**src/rtl/dis_pkg.sv**
```systemverilog
package dis_pkg;
  localparam int TAG_W   = 5;
  localparam int NUM_TAG = 1 << TAG_W;
  localparam int ID_W    = 8;

  typedef struct packed {
    logic [ID_W-1:0]  id;
    logic             s1_v;
    logic [TAG_W-1:0] s1;
    logic             s2_v;
    logic [TAG_W-1:0] s2;
    logic             d_v;
    logic [TAG_W-1:0] d;
  } uop_t;
endpackage

```
**src/rtl/dis_fifo.sv**
```systemverilog
module dis_fifo
  import dis_pkg::*;
#(
  parameter int DEPTH = 8
) (
  input  logic clk,
  input  logic rst_n,
  input  logic push,
  input  logic pop,
  input  uop_t din,
  output uop_t head,
  output logic empty,
  output logic full
);
  localparam int PW = (DEPTH > 1) ? $clog2(DEPTH) : 1;
  localparam int CW = $clog2(DEPTH + 1);

  uop_t           mem [DEPTH];
  logic [PW-1:0]  wp_q, wp_d, rp_q, rp_d;
  logic [CW-1:0]  cnt_q, cnt_d;

  function automatic logic [PW-1:0] bump(input logic [PW-1:0] p);
    return (p == PW'(DEPTH - 1)) ? '0 : p + 1'b1;
  endfunction

  always_comb begin
    wp_d  = wp_q;
    rp_d  = rp_q;
    cnt_d = cnt_q;
    if (push) wp_d = bump(wp_q);
    if (pop)  rp_d = bump(rp_q);
    case ({push, pop})
      2'b10:   cnt_d = cnt_q + 1'b1;
      2'b01:   cnt_d = cnt_q - 1'b1;
      default: cnt_d = cnt_q;
    endcase
  end

  always_ff @(posedge clk or negedge rst_n) begin
    if (!rst_n) begin
      wp_q  <= '0;
      rp_q  <= '0;
      cnt_q <= '0;
    end else begin
      wp_q  <= wp_d;
      rp_q  <= rp_d;
      cnt_q <= cnt_d;
    end
  end

  always_ff @(posedge clk) begin
    if (push) mem[wp_q] <= din;
  end

  assign head  = mem[rp_q];
  assign empty = (cnt_q == '0);
  assign full  = (cnt_q == CW'(DEPTH));

  // a full queue only takes a push while it pops
  assert_no_overflow_R10: assert property (@(posedge clk) disable iff (!rst_n)
    push && full |-> pop);
  // the selector never pops a queue that is empty
  assert_no_underflow_R7: assert property (@(posedge clk) disable iff (!rst_n)
    pop |-> !empty);
endmodule

```
**src/rtl/dis_tag_track.sv**
```systemverilog
module dis_tag_track
  import dis_pkg::*;
#(
  parameter int NUM_Q = 4,
  parameter int CMP_W = 2,
  localparam int QW = (NUM_Q > 1) ? $clog2(NUM_Q) : 1
) (
  input  logic                          clk,
  input  logic                          rst_n,
  input  logic                          alloc_en,
  input  logic [TAG_W-1:0]              alloc_tag,
  input  logic [QW-1:0]                 alloc_q,
  input  logic [CMP_W-1:0]              cmp_valid,
  input  logic [CMP_W*TAG_W-1:0]        cmp_tag,
  output logic [NUM_TAG-1:0]            rdy,
  output logic [NUM_TAG-1:0]            prod_v,
  output logic [NUM_TAG-1:0][QW-1:0]    prod_q
);
  logic [NUM_TAG-1:0]         rdy_d, pv_d;
  logic [NUM_TAG-1:0][QW-1:0] pq_d;

  always_comb begin
    rdy_d = rdy;
    pv_d  = prod_v;
    pq_d  = prod_q;
    for (int k = 0; k < CMP_W; k++) begin
      if (cmp_valid[k]) begin
        rdy_d[cmp_tag[k*TAG_W +: TAG_W]] = 1'b1;
        pv_d[cmp_tag[k*TAG_W +: TAG_W]]  = 1'b0;
      end
    end
    if (alloc_en) begin
      rdy_d[alloc_tag] = 1'b0;
      pv_d[alloc_tag]  = 1'b1;
      pq_d[alloc_tag]  = alloc_q;
    end
  end

  always_ff @(posedge clk or negedge rst_n) begin
    if (!rst_n) begin
      rdy    <= '1;
      prod_v <= '0;
      prod_q <= '0;
    end else begin
      rdy    <= rdy_d;
      prod_v <= pv_d;
      prod_q <= pq_d;
    end
  end

  // a completed tag reads ready after the edge unless reallocated
  assert_cmp_sets_ready_R6: assert property (@(posedge clk) disable iff (!rst_n)
    cmp_valid[0] && !(alloc_en && alloc_tag == cmp_tag[TAG_W-1:0])
    |=> rdy[$past(cmp_tag[TAG_W-1:0])] && !prod_v[$past(cmp_tag[TAG_W-1:0])]);
  // an allocated tag is pending and mapped to its queue
  assert_alloc_pending_R5: assert property (@(posedge clk) disable iff (!rst_n)
    alloc_en |=> !rdy[$past(alloc_tag)] && prod_v[$past(alloc_tag)]
                 && prod_q[$past(alloc_tag)] == $past(alloc_q));
endmodule

```
**src/rtl/dis_steer.sv**
```systemverilog
module dis_steer
  import dis_pkg::*;
#(
  parameter int NUM_Q = 4,
  localparam int QW = (NUM_Q > 1) ? $clog2(NUM_Q) : 1
) (
  input  uop_t                          uop,
  input  logic [NUM_TAG-1:0]            rdy,
  input  logic [NUM_TAG-1:0]            prod_v,
  input  logic [NUM_TAG-1:0][QW-1:0]    prod_q,
  input  logic [NUM_Q-1:0]              q_empty,
  input  logic [NUM_Q-1:0]              q_full,
  input  logic [NUM_Q-1:0]              q_pop,
  input  logic [NUM_Q-1:0]              tail_v,
  input  logic [NUM_Q-1:0][TAG_W-1:0]   tail_d,
  output logic                          tgt_ok,
  output logic [QW-1:0]                 tgt_q
);
  logic [NUM_Q-1:0] can_take;
  logic [QW-1:0]    q1, q2, eq;
  logic             hit1, hit2, e_found;

  assign can_take = ~q_full | q_pop;

  always_comb begin
    q1   = prod_q[uop.s1];
    q2   = prod_q[uop.s2];
    hit1 = uop.s1_v && !rdy[uop.s1] && prod_v[uop.s1] && tail_v[q1]
           && (tail_d[q1] == uop.s1) && can_take[q1];
    hit2 = uop.s2_v && !rdy[uop.s2] && prod_v[uop.s2] && tail_v[q2]
           && (tail_d[q2] == uop.s2) && can_take[q2];
    e_found = 1'b0;
    eq      = '0;
    for (int q = NUM_Q - 1; q >= 0; q--) begin
      if (q_empty[q]) begin
        e_found = 1'b1;
        eq      = QW'(q);
      end
    end
    tgt_ok = hit1 || hit2 || e_found;
    tgt_q  = hit1 ? q1 : (hit2 ? q2 : eq);
  end
endmodule

```
**src/rtl/dis_issue_sel.sv**
```systemverilog
module dis_issue_sel #(
  parameter int NUM_Q   = 4,
  parameter int ISSUE_W = 2,
  localparam int QW = (NUM_Q > 1) ? $clog2(NUM_Q) : 1
) (
  input  logic                           clk,
  input  logic                           rst_n,
  input  logic [NUM_Q-1:0]               head_ok,
  output logic [ISSUE_W-1:0]             slot_v,
  output logic [ISSUE_W-1:0][QW-1:0]     slot_q,
  output logic [NUM_Q-1:0]               pop
);
  logic [NUM_Q-1:0] taken;

  always_comb begin
    taken  = '0;
    slot_v = '0;
    slot_q = '0;
    for (int k = 0; k < ISSUE_W; k++) begin
      for (int q = 0; q < NUM_Q; q++) begin
        if (!slot_v[k] && head_ok[q] && !taken[q]) begin
          slot_v[k] = 1'b1;
          slot_q[k] = QW'(q);
          taken[q]  = 1'b1;
        end
      end
    end
  end

  assign pop = taken;

  generate
    if (ISSUE_W > 1) begin : g_order
      // slot 1 only after slot 0, lower queue index in slot 0
      assert_slot_order_R8: assert property (@(posedge clk) disable iff (!rst_n)
        slot_v[1] |-> slot_v[0] && (slot_q[0] < slot_q[1]));
    end
  endgenerate
  // grants never exceed the issue width
  assert_issue_width_R8: assert property (@(posedge clk) disable iff (!rst_n)
    $countones(pop) <= ISSUE_W);
endmodule

```
**src/rtl/dep_issue_steer.sv**
```systemverilog
module dep_issue_steer
  import dis_pkg::*;
#(
  parameter int NUM_Q   = 4,
  parameter int DEPTH   = 8,
  parameter int ISSUE_W = 2,
  localparam int QW = (NUM_Q > 1) ? $clog2(NUM_Q) : 1
) (
  input  logic                     clk,
  input  logic                     rst_n,
  input  logic                     disp_valid,
  input  logic [ID_W-1:0]          disp_id,
  input  logic                     disp_s1_used,
  input  logic [TAG_W-1:0]         disp_s1,
  input  logic                     disp_s2_used,
  input  logic [TAG_W-1:0]         disp_s2,
  input  logic                     disp_d_used,
  input  logic [TAG_W-1:0]         disp_d,
  output logic                     disp_ready,
  output logic [QW-1:0]            disp_q,
  input  logic [ISSUE_W-1:0]       cmp_valid,
  input  logic [ISSUE_W*TAG_W-1:0] cmp_tag,
  output logic [ISSUE_W-1:0]       iss_valid,
  output logic [ISSUE_W*ID_W-1:0]  iss_id,
  output logic [ISSUE_W*QW-1:0]    iss_q
);
  // reset: asserted at once, released after two clock edges
  logic rst_m, rst_s;
  always_ff @(posedge clk or negedge rst_n) begin
    if (!rst_n) begin
      rst_m <= 1'b0;
      rst_s <= 1'b0;
    end else begin
      rst_m <= 1'b1;
      rst_s <= rst_m;
    end
  end

  uop_t                        din;
  uop_t                        heads [NUM_Q];
  logic [NUM_Q-1:0]            q_empty, q_full, q_pop, push, head_ok;
  logic [NUM_TAG-1:0]          rdy, prod_v;
  logic [NUM_TAG-1:0][QW-1:0]  prod_q;
  logic [NUM_Q-1:0]            tail_v_q, tail_v_d;
  logic [NUM_Q-1:0][TAG_W-1:0] tail_d_q, tail_d_d;
  logic                        tgt_ok, disp_acc;
  logic [QW-1:0]               tgt_q;
  logic [ISSUE_W-1:0]          slot_v;
  logic [ISSUE_W-1:0][QW-1:0]  slot_q;

  always_comb begin
    din      = '0;
    din.id   = disp_id;
    din.s1_v = disp_s1_used;
    din.s1   = disp_s1;
    din.s2_v = disp_s2_used;
    din.s2   = disp_s2;
    din.d_v  = disp_d_used;
    din.d    = disp_d;
  end

  dis_steer #(.NUM_Q(NUM_Q)) u_steer (
    .uop(din), .rdy(rdy), .prod_v(prod_v), .prod_q(prod_q),
    .q_empty(q_empty), .q_full(q_full), .q_pop(q_pop),
    .tail_v(tail_v_q), .tail_d(tail_d_q),
    .tgt_ok(tgt_ok), .tgt_q(tgt_q)
  );

  assign disp_acc   = disp_valid && tgt_ok;
  assign disp_ready = tgt_ok;
  assign disp_q     = tgt_q;

  dis_tag_track #(.NUM_Q(NUM_Q), .CMP_W(ISSUE_W)) u_track (
    .clk(clk), .rst_n(rst_s),
    .alloc_en(disp_acc && disp_d_used), .alloc_tag(disp_d), .alloc_q(tgt_q),
    .cmp_valid(cmp_valid), .cmp_tag(cmp_tag),
    .rdy(rdy), .prod_v(prod_v), .prod_q(prod_q)
  );

  generate
    for (genvar q = 0; q < NUM_Q; q++) begin : g_q
      assign push[q] = disp_acc && (tgt_q == QW'(q));
      dis_fifo #(.DEPTH(DEPTH)) u_fifo (
        .clk(clk), .rst_n(rst_s), .push(push[q]), .pop(q_pop[q]),
        .din(din), .head(heads[q]), .empty(q_empty[q]), .full(q_full[q])
      );
      assign head_ok[q] = !q_empty[q]
                          && (!heads[q].s1_v || rdy[heads[q].s1])
                          && (!heads[q].s2_v || rdy[heads[q].s2]);
    end
  endgenerate

  always_comb begin
    tail_v_d = tail_v_q;
    tail_d_d = tail_d_q;
    for (int q = 0; q < NUM_Q; q++) begin
      if (push[q]) begin
        tail_v_d[q] = disp_d_used;
        tail_d_d[q] = disp_d;
      end
    end
  end

  always_ff @(posedge clk or negedge rst_s) begin
    if (!rst_s) begin
      tail_v_q <= '0;
      tail_d_q <= '0;
    end else begin
      tail_v_q <= tail_v_d;
      tail_d_q <= tail_d_d;
    end
  end

  dis_issue_sel #(.NUM_Q(NUM_Q), .ISSUE_W(ISSUE_W)) u_sel (
    .clk(clk), .rst_n(rst_s), .head_ok(head_ok),
    .slot_v(slot_v), .slot_q(slot_q), .pop(q_pop)
  );

  generate
    for (genvar k = 0; k < ISSUE_W; k++) begin : g_slot
      assign iss_valid[k]            = slot_v[k];
      assign iss_id[k*ID_W +: ID_W]  = slot_v[k] ? heads[slot_q[k]].id : '0;
      assign iss_q[k*QW +: QW]       = slot_q[k];
    end
  endgenerate

  // a dispatch writes into exactly one queue
  assert_push_onehot_R2: assert property (@(posedge clk) disable iff (!rst_s)
    $onehot0(push) && (disp_acc == (push != '0)));
  // a stalled offer leaves the queues untouched
  assert_stall_no_push_R4: assert property (@(posedge clk) disable iff (!rst_s)
    disp_valid && !disp_ready |-> push == '0);
endmodule

```
**config.mk**
```make
export PLATFORM = sky130hd
export DESIGN_NAME = dep_issue_steer
export DESIGN_NICKNAME = d
export VERILOG_FILES = /design/src/rtl/dis_pkg.sv /design/src/rtl/dis_fifo.sv /design/src/rtl/dis_tag_track.sv /design/src/rtl/dis_steer.sv /design/src/rtl/dis_issue_sel.sv /design/src/rtl/dep_issue_steer.sv
export SDC_FILE = /design/constraint.sdc
export NUM_CORES = 1
export LEC_CHECK = 0
export BUFFER_PORTS_ARGS = -buffer_cell sky130_fd_sc_hd__buf_4
export CAP_MARGIN = 10
export CORE_MARGIN = 5
export CORE_UTILIZATION = 51
export CTS_CLUSTER_DIAMETER = 120
export DETAILED_ROUTE_END_ITERATION = 10
export PLACE_DENSITY = 0.75
export SLEW_MARGIN = 25
export SYNTH_ARGS = -nofsm -noshare
export SYNTH_HDL_FRONTEND = slang
export SYNTH_HIERARCHICAL = 1
export SYNTH_SLANG_ARGS = --single-unit
```
**constraint.sdc**
```tcl
create_clock -name clk -period 6.1 [get_ports clk]
set_input_delay 0.305 -clock clk [delete_from_list [all_inputs] [get_ports clk]]
set_output_delay 0.305 -clock clk [all_outputs]
set_load 0.02 [all_outputs]
```
# After elaboration in Yosys (flattened, before gate mapping)
# Memories as Yosys holds them, arrays and structs flattened.
# Index checks and enable logic that the tools add are counted.
dict set report word_totals {
  ff_bits 194
  elab_cells 327
  latch_bits 0
  out_inout_bits 25
  mem_bits_rw 832
  mem_count 4
  rom_bits 0
}
dict set report classes {
  n_div 0
  shift 0
  n_addsub 16
  mux 114
  n_reduce_logical 79
  multipliers 0
  bitwise 13
  n_eq_ne 25
  n_lt_le_gt_ge 20
}
# memory depth width read_ports rd_ports_with_merged_regs write_ports line
set memory_table {}
lappend memory_table {{g_q[0].u_fifo.mem} 8 26 1 0 1 dis_fifo.sv:18} ;# uop_t mem [DEPTH];
lappend memory_table {{g_q[1].u_fifo.mem} 8 26 1 0 1 dis_fifo.sv:18}
lappend memory_table {{g_q[2].u_fifo.mem} 8 26 1 0 1 dis_fifo.sv:18}
lappend memory_table {{g_q[3].u_fifo.mem} 8 26 1 0 1 dis_fifo.sv:18}
# cell count
set ops {}
lappend ops {{32-bit 2-to-1 mux} 6}
lappend ops {{26-bit binary-select mux with 2-bit select} 2}
lappend ops {{26-bit 2-to-1 mux} 4}
lappend ops {{32-bit AND} 3}
lappend ops {{32-bit NOT} 3}
lappend ops {{32-bit bitwise OR} 3}
lappend ops {{5-bit by 6-bit < comparator with 1-bit output, second input constant} 13}
lappend ops {{64-bit bitwise mux} 1}
lappend ops {{1-bit binary-select mux with 5-bit select} 12}
lappend ops {{1-bit 2-to-1 mux} 48}
lappend ops {{1-bit logical AND} 37}
lappend ops {{4-bit case mux with 2 select lines} 4}
lappend ops {{2-bit 2-to-1 mux} 13}
lappend ops {{3-bit by 1-bit adder with 3-bit output, second input constant} 8}
lappend ops {{3-bit equality test, second input constant} 8}
lappend ops {{3-bit 2-to-1 mux} 8}
lappend ops {{1-bit logical NOT} 23}
lappend ops {{2-bit binary-select mux with 5-bit select} 2}
lappend ops {{5-bit binary-select mux with 2-bit select} 2}
lappend ops {{4-bit by 1-bit adder with 4-bit output, second input constant} 4}
lappend ops {{4-bit equality test, second input constant} 4}
lappend ops {{4-bit logical NOT} 4}
lappend ops {{8-bit 2-to-1 mux} 2}
lappend ops {{4-bit by 1-bit subtractor with 4-bit output, second input constant} 4}
lappend ops {{16 further kinds} 49}

# Logic depth before layout (Yosys ltp)
# An unclocked memory read counts as a cell.
dict set report depth {
  word_depth 32
  mapped_depth 30
  depth_no_buf 26
}

# Hierarchy
# The synthesis kept the hierarchy.
# module cells_each area_each_um2 instances seq_area_each_um2
set modules_own_cells {}
lappend modules_own_cells {{dis_fifo at g_q[2].u_fifo ...} 357 8604.5 2 6496.2}
lappend modules_own_cells {{dis_fifo at g_q[1].u_fifo} 361 8612.0 1 6496.2}
lappend modules_own_cells {{dis_fifo at g_q[0].u_fifo} 360 8604.5 1 6496.2}
lappend modules_own_cells {dis_tag_track 422 5424.0 1 3243.1}
lappend modules_own_cells {dep_issue_steer 306 3666.0 1 650.6}
lappend modules_own_cells {dis_steer 316 2738.9 1 0.0}
lappend modules_own_cells {dis_issue_sel 23 172.7 1 0.0}

# Least setup slack after synthesis
# Ideal clock, no wire load.
dict set report synth_timing {
  path_type {register to register}
  startpoint {register g_q[1].u_fifo.rp_q[0]}
  endpoint {memory g_q[2].u_fifo/mem[0][0] (netlist name), enable pin}
  path_stages_with_launch 24
  setup_time_ns 0.442
  t_required_ns 5.658
  arrival_ns 7.651
  slack_ns -1.993
  path_buffers 4
  cell_sequence {dfrtp_1 -> buf_6 -> buf_6 -> mux4_1 -> mux2_2 -> clkbuf_1 -> mux2_2 -> o311ai_0 -> nor3_1 -> a211oi_1 -> a31oi_1 -> buf_6 -> a21boi_0 -> o21ai_0 -> mux2i_1 -> mux2_2 -> nand4b_4 -> nor4_4 -> a21oi_1 -> a22oi_1 -> nand4b_1 -> inv_1 -> nand2b_1 -> nor3_1}
}
# element line
set synth_rtl {}
lappend synth_rtl {{from (decl)} dis_fifo.sv:19} ;# logic [PW-1:0] wp_q, wp_d, rp_q, rp_d;
lappend synth_rtl {{from (signal assigned)} dis_fifo.sv:46} ;# rp_q <= rp_d;
lappend synth_rtl {{to (decl)} dis_fifo.sv:18}

==> results.sh <==
export IMPL_cp_depth=24
export IMPL_rsz0062_at_grt="yes"
export IMPL_yosys_warnings=6
export IMPL_io_pins=66
export IMPL_slew_headroom_pct=18.11
export IMPL_syn_inst=2238
export IMPL_finalInstanceArea_um2=45000
export IMPL_total_leakage_power_nw=16.07
export IMPL_via_per_inst=6.492
export IMPL_fin_worst_skew_ps=45.63
export IMPL_power_density_nw_per_um2=553.3
export IMPL_grt_pass1_vias=23060
export IMPL_cts_tree="done"
export IMPL_drt_initial_drc_count=2455
export IMPL_fin_crit_sh_pct=99.90
export IMPL_grt_max_degree=52
export IMPL_end_kind="register"
export IMPL_dp_hpwl_um=61590
export IMPL_power_total_w=0.02490
export IMPL_crit_chain="buf_12 > buf_4 > mux4_1 > mux2_4 > mux4_2 > mux4_2 > o311ai_4 > nor4_4 > a21oi_2 > o21a_4 > o21ai_2 > mux2i_1 > mux2_4 > nand4b_4 > nor4_4 > buf_4 > a22oi_2 > buf_4 > nand4b_1 > inv_2 > buf_4 > nand2_2 > nor3_4 > buf_12"
export IMPL_hold_path_depth=1
export IMPL_cts_sinks=834
export IMPL_grt_use_total_pct=23.72
export IMPL_num_vias=22630
export IMPL_firstDrtPassIters=8
export IMPL_routed_wl_um=98980
export IMPL_fillers=5505
export IMPL_crit_buf_inv=7
export IMPL_cp_required_ps=6440
export IMPL_met3_length_um=8232
export IMPL_die_w_um=287.0
export IMPL_drive_above_1_share_pct=30.68
export IMPL_rows=101
export IMPL_hp_start="disp_id[7]"
export IMPL_grt_pass1_wl_um=146100
export IMPL_synth_fp_nets=2307
export IMPL_crit_reg2reg_launch="g_q[2].u_fifo/rp_q[0]"
export IMPL_antenna_found_initial=2
export IMPL_reg2reg_depth=24
export IMPL_dieArea_um2=82370
export IMPL_dr_wl_met2_um=48280
export IMPL_setup_violations=0
export IMPL_path_clk_slew_ps=60
export IMPL_layout_commonest_cell="edfxtp_1"
export IMPL_start_kind="register"
export IMPL_finalHoldViolCount=0
export IMPL_highest_layer="met4"
export IMPL_hold_path_class="in2reg"
export IMPL_drc=0
export IMPL_met1_length_um=38460
export IMPL_crit_family="multiplexers"
export IMPL_cts_root_buf="clkbuf_16"
export IMPL_cap_viol_max_count=0
export IMPL_nNetsFinal=2457
export IMPL_avgSynthCellArea_um2=17.48
export IMPL_min_period_ps=6094
export IMPL_path_class="reg2reg"
export IMPL_layout_common_cells="edfxtp_1 (640), mux2_2 (179), mux4_1 (172)"
export IMPL_core_area_um2=76080
export IMPL_area_delta_synth_final_pct=14.99
export IMPL_worstSetupStartpoint="g_q[2].u_fifo/rp_q[0]"
export IMPL_gp_congestion=0.8886
export IMPL_avgRoutedWirePerCell_um=28.39
export IMPL_clockBufferDepth=3
export IMPL_outcome="completed"
export IMPL_cts_made_buffers=84
export IMPL_die_height_um=287.0
export IMPL_finalMaxSlewViolations=0
export IMPL_timing_fmax_mhz=164.1
export IMPL_critical_path_max_fanout=20
export IMPL_worstMarginPinSlew_ps=1217
export IMPL_arrival_ps=6430
export IMPL_grt_ovfl_total=0
export IMPL_syn_cell_area_um2=39130
export IMPL_timing_critical_path_mode_cell="buf_4"
export IMPL_cpMaxStageDelayCell="mux4_2"
export IMPL_critical_path_max_stage_delay_ps=510
export IMPL_initial_core_util_pct=51.44
export IMPL_numPortBuffers=65
export IMPL_placed_area_um2=41610
export IMPL_ant_nets=0
export IMPL_ir_drop_mv=1.691
export IMPL_htreeDepth=3
export IMPL_insertion_delay_ps=660
-- path summary, 6_finish.rpt --
check                                            to  slack (ps)
min                        g_q[1].u_fifo/mem[5][25]          60
max                        g_q[1].u_fifo/mem[0][14]           6
max in group asynchronous           u_track/rdy[18]        4010
min in group asynchronous        u_track/prod_q[57]         360
min reg2reg                                   rst_s         350
max reg2reg                g_q[1].u_fifo/mem[0][14]           6
-- through the flow --
| step | hold WS (ps) | std cells | setup TNS [ps] | worst slack [ps] | util, % |
|---|---|---|---|---|---|
| final | 63.30 | 3486 | 0 | 6.014 | 59.15 |
| after global routing | 54.85 | 3484 | -21950 | -242.2 | 59.14 |
| after CTS | 28.50 | 3455 | 0 | 3.840 | 58.54 |
| after global placement | 89.36 | 3291 | 0 | 164.9 | 54.70 |
| after floorplan | 9.409 | 2238 | -20730 | -140.3 | - |
| after detailed placement | 89.78 | 3291 | -98.66 | -50.78 | 54.70 |
-- flip-flops by register name, indices dropped and copies added, names as in the netlist --
name              cells
u_track/prod_q       64
rst_m                 1
rst_s                 1
tail_v_q              4
u_track/prod_v       32
g_q.u_fifo/rp_q      12
g_q.u_fifo/mem      640
u_track/rdy          32
g_q.u_fifo/wp_q      12
tail_d_q             20
g_q.u_fifo/cnt_q     16
-- power by group --
group	internal (W)	leakage, nW	switching [W]
logic	0.00599	6.52	0.00607
registers	0.00677	8.19	0.000853
clock network	0.00298	1.35	0.00223
-- routing by layer --
metal	vias up	track usage, %
met5	-	0
met4	0	8.214
met3	285	4.259
met2	1148	39.58
met1	11750	31.84
li1	9449	-
-- final cells by class --
| type | instances | area [µm²] | area share, % |
|---|---|---|---|
| multi-input cells | 1210 | 14510 | 32.26 |
| clock buffers | 101 | 2228 | 4.952 |
| diodes | 2 | 5.005 | 0.01112 |
| flip-flops and latches | 834 | 24130 | 53.63 |
| clock inverters | 51 | 573.1 | 1.274 |
| repair buffers | 197 | 2021 | 4.491 |
| well taps | 1030 | 1289 | 2.864 |
| inverters | 61 | 236.5 | 0.5256 |
-- worst reg2reg max path, stage by stage (launching register included) --
cell      delay (ps)
dfrtp_4          490
buf_12           150
buf_4            130
mux4_1           450
mux2_4           350
mux4_2           310
mux4_2           510
o311ai_4         300
nor4_4           110
a21oi_2          190
o21a_4           150
o21ai_2           60
mux2i_1          160
mux2_4           200
nand4b_4         120
nor4_4           350
buf_4            190
a22oi_2          100
buf_4            150
nand4b_1         240
inv_2            140
buf_4            260
nand2_2          210
nor3_4           230
buf_12           220
-- repair_timing --
item / 4_1_cts / 5_1_grt
gates cloned: 0 / 2
setup buffers: 4 / 28
endpoints found under the setup margin: 41 / 683
pin swaps: 4 / 23
resized for setup: 3 / 35
hold endpoints to repair: 18 / 0
hold buffers: 8 / 0
Power figures use the tool's default switching activity.
